--- config.mk ---
export PLATFORM = sky130hd
export DESIGN_NAME = bank_mapper
export DESIGN_NICKNAME = d
export VERILOG_FILES = /design/src/rtl/bank_map_pkg.sv /design/src/rtl/bank_slot_regs.sv /design/src/rtl/bank_decode.sv /design/src/rtl/bank_wait_fsm.sv /design/src/rtl/bank_mapper.sv
export SDC_FILE = /design/constraint.sdc
export NUM_CORES = 1
export LEC_CHECK = 0
export BUFFER_PORTS_ARGS = -buffer_cell sky130_fd_sc_hd__buf_4
export CAP_MARGIN = 0
export CORE_UTILIZATION = 44
export DETAILED_ROUTE_END_ITERATION = 12
export PLACE_DENSITY = 0.78
export SLEW_MARGIN = 20
export SYNTH_ARGS = -nofsm -noshare
export SYNTH_HDL_FRONTEND = slang
export SYNTH_HIERARCHICAL = 1
export SYNTH_SLANG_ARGS = --single-unit
--- constraint.sdc ---
create_clock -name clk -period 1.85 [get_ports clk]
set_clock_uncertainty 0.2 [all_clocks]
set_input_delay 0.2775 -clock clk [delete_from_list [all_inputs] [get_ports clk]]
set_output_delay 0.2775 -clock clk [all_outputs]
set_load 0.01 [all_outputs]
--- src/rtl/bank_map_pkg.sv ---
package bank_map_pkg;
    typedef enum logic [1:0] {
        DEV_ROM  = 2'd0,
        DEV_IRAM = 2'd1,
        DEV_CARD = 2'd2
    } dev_e;

    typedef enum logic {
        ST_IDLE  = 1'b0,
        ST_STALL = 1'b1
    } wst_e;
endpackage

--- src/rtl/bank_slot_regs.sv ---
module bank_slot_regs #(
    parameter int N_SLOTS   = 4,
    parameter int REG_W     = 8,
    parameter int PORT_W    = 8,
    parameter int MAP_BASE  = 'h10,
    parameter int WAIT_PORT = 'h20,
    parameter int WAIT_BIT  = 7
) (
    input  logic                           clk,
    input  logic                           rst_n,
    input  logic                           io_wr,
    input  logic                           io_rd,
    input  logic [PORT_W-1:0]              io_port,
    input  logic [REG_W-1:0]               io_wdata,
    output logic [N_SLOTS-1:0][REG_W-1:0]  slot_q,
    output logic                           wait_en,
    output logic [REG_W-1:0]               io_rdata
);
    localparam logic [PORT_W-1:0] WAIT_ADDR = PORT_W'(WAIT_PORT);

    logic [N_SLOTS-1:0] hit;

    for (genvar i = 0; i < N_SLOTS; i++) begin : g_slot
        localparam logic [PORT_W-1:0] SLOT_ADDR = PORT_W'(MAP_BASE + i);
        assign hit[i] = (io_port == SLOT_ADDR);

        always_ff @(posedge clk or negedge rst_n) begin
            if (!rst_n)
                slot_q[i] <= '0;
            else if (io_wr && hit[i])
                slot_q[i] <= io_wdata;
        end

        p_slot_write_r5: assert property (@(posedge clk) disable iff (!rst_n)
            (io_wr && io_port == SLOT_ADDR) |=> (slot_q[i] == $past(io_wdata)));
    end

    always_ff @(posedge clk or negedge rst_n) begin
        if (!rst_n)
            wait_en <= 1'b1;
        else if (io_wr && io_port == WAIT_ADDR)
            wait_en <= io_wdata[WAIT_BIT];
    end

    always_comb begin
        io_rdata = '0;
        if (io_rd) begin
            for (int i = 0; i < N_SLOTS; i++) begin
                if (hit[i])
                    io_rdata = slot_q[i];
            end
        end
    end

    p_wait_load_r6: assert property (@(posedge clk) disable iff (!rst_n)
        (io_wr && io_port == WAIT_ADDR) |=> (wait_en == $past(io_wdata[WAIT_BIT])));

    p_slots_hold_r9: assert property (@(posedge clk) disable iff (!rst_n)
        (!io_wr || hit == '0) |=> $stable(slot_q));
endmodule

--- src/rtl/bank_decode.sv ---
module bank_decode
    import bank_map_pkg::*;
#(
    parameter int ADDR_W = 16,
    parameter int PAGE_W = 14,
    parameter int BANK_W = 6,
    parameter int REG_W  = 8,
    localparam int SLOT_BITS = ADDR_W - PAGE_W,
    localparam int N_SLOTS   = 1 << SLOT_BITS,
    localparam int PHYS_W    = PAGE_W + BANK_W
) (
    input  logic [ADDR_W-1:0]              cpu_addr,
    input  logic [N_SLOTS-1:0][REG_W-1:0]  slot_q,
    output logic [PHYS_W-1:0]              phys_addr,
    output dev_e                           dev
);
    localparam int CARD_BIT = REG_W - 1;
    localparam int IRAM_BIT = REG_W - 2;

    logic [SLOT_BITS-1:0] idx;
    logic [REG_W-1:0]     cur;

    always_comb begin
        idx       = cpu_addr[ADDR_W-1 -: SLOT_BITS];
        cur       = slot_q[idx];
        phys_addr = {cur[BANK_W-1:0], cpu_addr[PAGE_W-1:0]};
        if (cur[CARD_BIT])
            dev = DEV_CARD;
        else if (cur[IRAM_BIT])
            dev = DEV_IRAM;
        else
            dev = DEV_ROM;
    end
endmodule

--- src/rtl/bank_wait_fsm.sv ---
module bank_wait_fsm
    import bank_map_pkg::*;
(
    input  logic clk,
    input  logic rst_n,
    input  logic mem_req,
    input  logic is_card,
    input  logic wait_en,
    output logic wait_req
);
    wst_e state, state_nx;
    logic want_wait;

    assign want_wait = mem_req && is_card && wait_en;

    always_ff @(posedge clk or negedge rst_n) begin
        if (!rst_n)
            state <= ST_IDLE;
        else
            state <= state_nx;
    end

    always_comb begin
        wait_req = 1'b0;
        state_nx = state;
        unique case (state)
            ST_IDLE: begin
                if (want_wait) begin
                    wait_req = 1'b1;
                    state_nx = ST_STALL;
                end
            end
            ST_STALL: begin
                state_nx = ST_IDLE;
            end
        endcase
    end

    p_wait_once_r7: assert property (@(posedge clk) disable iff (!rst_n)
        wait_req |=> !wait_req);

    p_wait_card_only_r8: assert property (@(posedge clk) disable iff (!rst_n)
        wait_req |-> (is_card && wait_en && mem_req));

    p_stall_release_r7: assert property (@(posedge clk) disable iff (!rst_n)
        (state == ST_STALL) |=> (state == ST_IDLE));
endmodule

--- src/rtl/bank_mapper.sv ---
module bank_mapper
    import bank_map_pkg::*;
#(
    parameter int ADDR_W    = 16,
    parameter int PAGE_W    = 14,
    parameter int BANK_W    = 6,
    parameter int REG_W     = 8,
    parameter int PORT_W    = 8,
    parameter int MAP_BASE  = 'h10,
    parameter int WAIT_PORT = 'h20,
    parameter int WAIT_BIT  = 7,
    localparam int SLOT_BITS = ADDR_W - PAGE_W,
    localparam int N_SLOTS   = 1 << SLOT_BITS,
    localparam int PHYS_W    = PAGE_W + BANK_W
) (
    input  logic              clk,
    input  logic              rst_n,
    input  logic [ADDR_W-1:0] cpu_addr,
    input  logic              mem_req,
    input  logic              io_wr,
    input  logic              io_rd,
    input  logic [PORT_W-1:0] io_port,
    input  logic [REG_W-1:0]  io_wdata,
    output logic [REG_W-1:0]  io_rdata,
    output logic [PHYS_W-1:0] phys_addr,
    output logic              sel_rom,
    output logic              sel_ram,
    output logic              sel_card,
    output logic              wait_req
);
    logic [N_SLOTS-1:0][REG_W-1:0] slot_q;
    logic wait_en;
    dev_e dev;

    bank_slot_regs #(
        .N_SLOTS(N_SLOTS), .REG_W(REG_W), .PORT_W(PORT_W),
        .MAP_BASE(MAP_BASE), .WAIT_PORT(WAIT_PORT), .WAIT_BIT(WAIT_BIT)
    ) u_regs (
        .clk(clk), .rst_n(rst_n), .io_wr(io_wr), .io_rd(io_rd),
        .io_port(io_port), .io_wdata(io_wdata),
        .slot_q(slot_q), .wait_en(wait_en), .io_rdata(io_rdata)
    );

    bank_decode #(
        .ADDR_W(ADDR_W), .PAGE_W(PAGE_W), .BANK_W(BANK_W), .REG_W(REG_W)
    ) u_dec (
        .cpu_addr(cpu_addr), .slot_q(slot_q),
        .phys_addr(phys_addr), .dev(dev)
    );

    assign sel_rom  = (dev == DEV_ROM);
    assign sel_ram  = (dev == DEV_IRAM);
    assign sel_card = (dev == DEV_CARD);

    bank_wait_fsm u_wait (
        .clk(clk), .rst_n(rst_n), .mem_req(mem_req),
        .is_card(sel_card), .wait_en(wait_en), .wait_req(wait_req)
    );

    p_one_select_r4: assert property (@(posedge clk) disable iff (!rst_n)
        $countones({sel_rom, sel_ram, sel_card}) == 1);

    p_offset_pass_r3: assert property (@(posedge clk) disable iff (!rst_n)
        phys_addr[PAGE_W-1:0] == cpu_addr[PAGE_W-1:0]);
endmodule

======== After elaboration in Yosys (flattened, before gate mapping) ========
Cells that the tools add are included.
storage, ports and cells
  word-level logic and storage cells ...... 35
  input port bits ......................... 37
  bits in registers ....................... 34
  output and inout port bits .............. 32
cells by class
  muxes and demuxes ....................... 12
  magnitude comparators ................... 1
  equal/unequal tests ..................... 7
  bitwise operators ....................... 1
  reduce and logical (&&, ||, !) cells .... 8
operator list
  cell                number
  $mux 8              6
  $eq 8x5->1 const B  4
  $bmux 8 s2          1
  $eq 8x6->1 const B  1
  $logic_and 1x1->1   7
  $lt 2x3->1 const B  1
  $mux 1              3
  $eq 2x1->1 const B  1
  $eq 2x2->1 const B  1
  $logic_not 2->1     1
  $mux 2              1
  $pmux 1 s2          1
  $not 1->1           1

======== Logic depth before layout (Yosys ltp) ========
  depth after elaboration ................. 9
  depth in mapped cells ................... 5
  depth with buffers taken out ............ 4

======== Hierarchy ========
Netlist, hierarchy kept.
modules (own cells, without submodules)
  module          area each (um2)  seq. area each (um2)  cells an instance  instances
  bank_slot_regs  1565.3           827.0                 98                 1
  bank_decode     329.1            0.0                   25                 1
  bank_wait_fsm   35.0             25.0                  2                  1
  bank_mapper     18.8             0.0                   3                  1

======== Worst setup path before layout ========
OpenSTA, ideal clock, no wires.
  path type ............................... input to register
  start point ............................. input io_port[7]
  end point ............................... register u_regs/slot_q[16] in the netlist's numbering
  data required time ...................... 1.525 ns
  path buffers ............................ 1
  cell stages on the path ................. 4
  setup time .............................. 0.125 ns
  data arrival time ....................... 1.779 ns
  path slack .............................. -0.254 ns
  path through ............................ or4_1 -> buf_2 -> nor4b_4 -> mux2_2
between the ends
  longest elaborated chain between the ends .. 2
RTL lines
  item                           line                  RTL
  start, declared                bank_mapper.sv:22     input logic [PORT_W-1:0] io_port,
  $eq 8x5->1                     bank_slot_regs.sv:25  assign hit[i] = (io_port == SLOT_ADDR);
  $logic_and 1x1->1              bank_slot_regs.sv:30  else if (io_wr && hit[i])
  end signal, assigned by index  bank_slot_regs.sv:31  slot_q[i] <= io_wdata;
  end, declared                  bank_slot_regs.sv:15  output logic [N_SLOTS-1:0][REG_W-1:0] slot_q,
No other way between the ends.
A chain may end at the register's enable or synchronous reset.

======== Worst setup path after layout ========
  start point ............................. register u_regs/slot_q[30] in the netlist's numbering
  end point ............................... output wait_req
between the ends
  longest elaborated chain between the ends .. 9
RTL lines
  item                             line                 RTL
  $bmux 8 s2                       bank_decode.sv:25    cur = slot_q[idx];
  $mux 8 (implied by the code)     bank_decode.sv:25
  $mux 1                           bank_decode.sv:29    else if (cur[IRAM_BIT])
  $mux 2                           bank_decode.sv:27    if (cur[CARD_BIT])
  named net dev[0]                 bank_mapper.sv:33    dev_e dev;
  $eq 2x2->1                       bank_mapper.sv:53    assign sel_card = (dev == DEV_CARD);
  $logic_and 1x1->1 (2 in series)  bank_wait_fsm.sv:14  assign want_wait = mem_req && is_card && wait_en;
  $mux 1                           bank_wait_fsm.sv:28  if (want_wait) begin
  $mux 1                           bank_wait_fsm.sv:26  unique case (state)
  end, declared                    bank_mapper.sv:29    output logic wait_req
The timed path passes the listed nets, and every way through them passes these cells. The select of a mux whose other input is x is not followed.

==> results.py <==
metrics = {
    "sta": {
        "setup_violations": 12,
        "fin_crit_sh_pct": 120,
        "slew_violations": 0,
        "rsz0062_at_grt": "true",
        "max_freq_mhz": 451,
        "min_period_ps": 2220,
        "maxSlewHeadroom_pct": 71.1,
        "hold_viol": 0,
        "tightest_slew_ps": 433,
        "worst_slack_ps": -365,
    },
    "routing": {
        "wl_per_cell_um": 19.9,
        "route.detailed.drc": 0,
        "drt-initial-drc-count": 62,
        "viasPerCell": 5.81,
        "vias": 1359,
        "wl_met2_um": 2430,
        "wl_met1_um": 1770,
        "wl_met3_um": 402,
        "top_layer": "met4",
        "drtAntennaViolNets": 0,
        "drt-total-wl_um": 4650,
        "dr.pass1.iters": 4,
    },
    "global_routing": {
        "antenna_found_initial": 0,
        "grt_usage_pct": 21.3,
        "grt_pass1_wl_um": 6930,
        "grt_overflow": 0,
        "grt_pass1_vias": 1412,
        "grt_max_degree": 35,
    },
    "cells_and_area": {
        "syn_to_final_growth_pct": 34.6,
        "post_route_cells_drive_above_1_share_pct": 72.8,
        "num_antenna_cells": 0,
        "fin_nets": 220,
        "fin_area_mm2": 0.00262,
        "fin_util_pct": 63.7,
    },
    "yosys": {
        "synthAdderAreaFrac_pct": 0,
        "ys_top_cells_by_area": "dfrtp_1 42%, mux2_2 19%, mux4_2 12%, mux4_1 8.1%, buf_4 5.4%",
        "syn_avg_cell_area_um2": 15.2,
        "synth_top_family_by_area": "multiplexers",
        "async_reset_ff_share_pct": 100,
        "synth_mux_area_share_pct": 38.7,
        "synth_cells": 128,
        "yosysUniqueCellTypes": 25,
        "synthSimpleGateAreaFrac_pct": 10.5,
        "synth_edf_count": 0,
        "synth-compound-area-share_pct": 0,
        "yosys_warnings": 6,
        "ys.flop_type": "dfrtp_1",
        "yosysTopAreaCellShare_pct": 42.4,
        "ys_top_cells_by_count": "33 x dfrtp_1, 33 x mux2_2, 14 x buf_4",
        "ys_seq_elements": 34,
        "syn_area_mm2": 0.00195,
        "synth-seq-area-share_pct": 43.7,
        "netlist.top_cell.by_area": "dfrtp_1",
        "synth-xor-area-share_pct": 0,
        "syn-num-nets": 165,
    },
    "power": {
        "p_leak_nw": 1.24,
        "power_density_mw_per_mm2": 618,
        "ir_drop_mv": 0.454,
    },
    "place": {
        "gp_congestion": 0.782,
        "port_buffers": 40,
        "pre_cts_ws_ps": -285,
        "hpwl_um": 3190,
        "place_area_mm2": 0.00239,
    },
    "critical_path": {
        "critPathLaunchType": "flip-flop",
        "cpMostUsedCell": "nor2b_4",
        "worstPathMaxFanout": 2,
        "critPathKind": "flip-flop to output port",
        "critPathArrivalTime_ps": 1740,
        "cp_data_required_time_ps": 1370,
        "crit_slowest_cell": "mux4_2",
        "crit_chain": "mux4_2 > nor2b_4 > nor2b_4 > and4b_1 > buf_6",
        "cp-end-kind": "output port",
        "slowest_delay_ps": 470,
    },
    "worst_hold_path": {
        "hold_class": "input port to flip-flop",
    },
    "run_status": {
        "status": "finished with violations",
        "violations": "negative setup slack",
    },
    "floorplanning": {
        "core_area_mm2": 0.00412,
        "ios": 69,
        "die_h_um": 68.5,
        "dieArea_mm2": 0.00470,
        "rows": 23,
        "die_x_um": 68.5,
        "initial_core_util_pct": 47.3,
    },
    "clocking": {
        "cts_sinks": 34,
        "numCtsBuffers": 5,
        "clk_pin_slew_ps": 70,
        "ctsRootBufferMaster": "clkbuf_8",
        "clock_latency_ps": 280,
        "cts_tree": "built",
        "clockBufferDepth": 2,
        "htree_levels": 2,
    },
    "job": {
        "max-cap-violations": 0,
    },
}
==> metal layers <==
metal / global-route usage (%) / vias up
met5: 0 / -
met4: 8.33 / 0
met3: 7.40 / 8
met2: 34.9 / 68
met1: 25.6 / 705
li1: - / 578
==> power breakdown <==
group | total [mW] | switching [mW] | internal, mW | leakage [nW]
Clock | 0.556 | 0.256 | 0.300 | 0.0482
Sequential | 0.803 | 0.0242 | 0.779 | 0.466
Combinational | 0.260 | 0.101 | 0.159 | 0.731
Total | 1.62 | 0.382 | 1.24 | 1.24
==> cell type report <==
| type | instances | area (um2) |
|---|---|---|
| multi-input cells | 74 | 1040 |
| repair buffers | 67 | 568 |
| clock inverters | 1 | 5.00 |
| flip-flops and latches | 34 | 852 |
| well taps | 50 | 62.6 |
| fillers | 315 | 1490 |
| inverters | 1 | 3.75 |
| clock buffers | 7 | 86.3 |
==> kinds of logic (layout without fill, tap and decap cells) <==
kind of cell	count (synthesis)	in the layout
AND/OR/NAND/NOR	25	25
multiplexers	49	49
flip-flops	34	34
buffers and inverters	20	76
==> sequential cells by signal, summed over array words and instances, names as in the netlist <==
name	count
u_regs/wait_en	1
u_wait/state	1
u_regs/slot_q	32
==> cell usage in the layout (no fill, tap or decap), types with 2 or more instances in the layout <==
master and count:
clkbuf_8 6, buf_4 54, nand3_1 2, nor2b_1 4, dfrtp_1 33, mux2_2 23, buf_6 10, nor2b_4 7
mux4_2 14, mux4_1 2, mux2_4 10, buf_12 2
==> worst max-delay path: cells and delay by family (launching register included) <==
family        cells  cell delay, ps
flops             1             390
mux               1             470
buf+inv           1             110
simple gates      3             480
==> path summary, 6_finish.rpt <==
path                                   start           endpoint  slack, ps  cells past startpoint
setup / recovery           u_regs/slot_q[30]           wait_req       -370                      5
hold / removal                   io_wdata[2]  u_regs/slot_q[26]         50                      2
setup reg to reg           u_regs/slot_q[31]       u_wait/state         80                      5
hold reg to reg             u_regs/slot_q[9]   u_regs/slot_q[9]        320                      1
max in group asynchronous              rst_n     u_regs/wait_en        830                      2
min in group asynchronous              rst_n  u_regs/slot_q[30]        280                      2
==> timing repair <==
item                       in CTS  in global routing
setup buffers                   5                  7
pin swaps                       1                  1
hold endpoints to repair       33                  0
setup endpoints to repair      13                 25
hold buffers                    1                  0
resized for setup              14                 10
==> stage by stage <==
step	setup TNS [ps]	power, mW	hold WS, ps	std cells
after floorplan	-4510	0.966	-218	128
after global routing	-2500	1.69	46.6	234
final	-1960	1.62	47.5	234
after detailed placement	-6360	1.05	49.1	217
after global placement	-5810	1.04	38.3	217
after CTS	-2020	1.62	43.1	230
(Power assumes the default switching activity.)
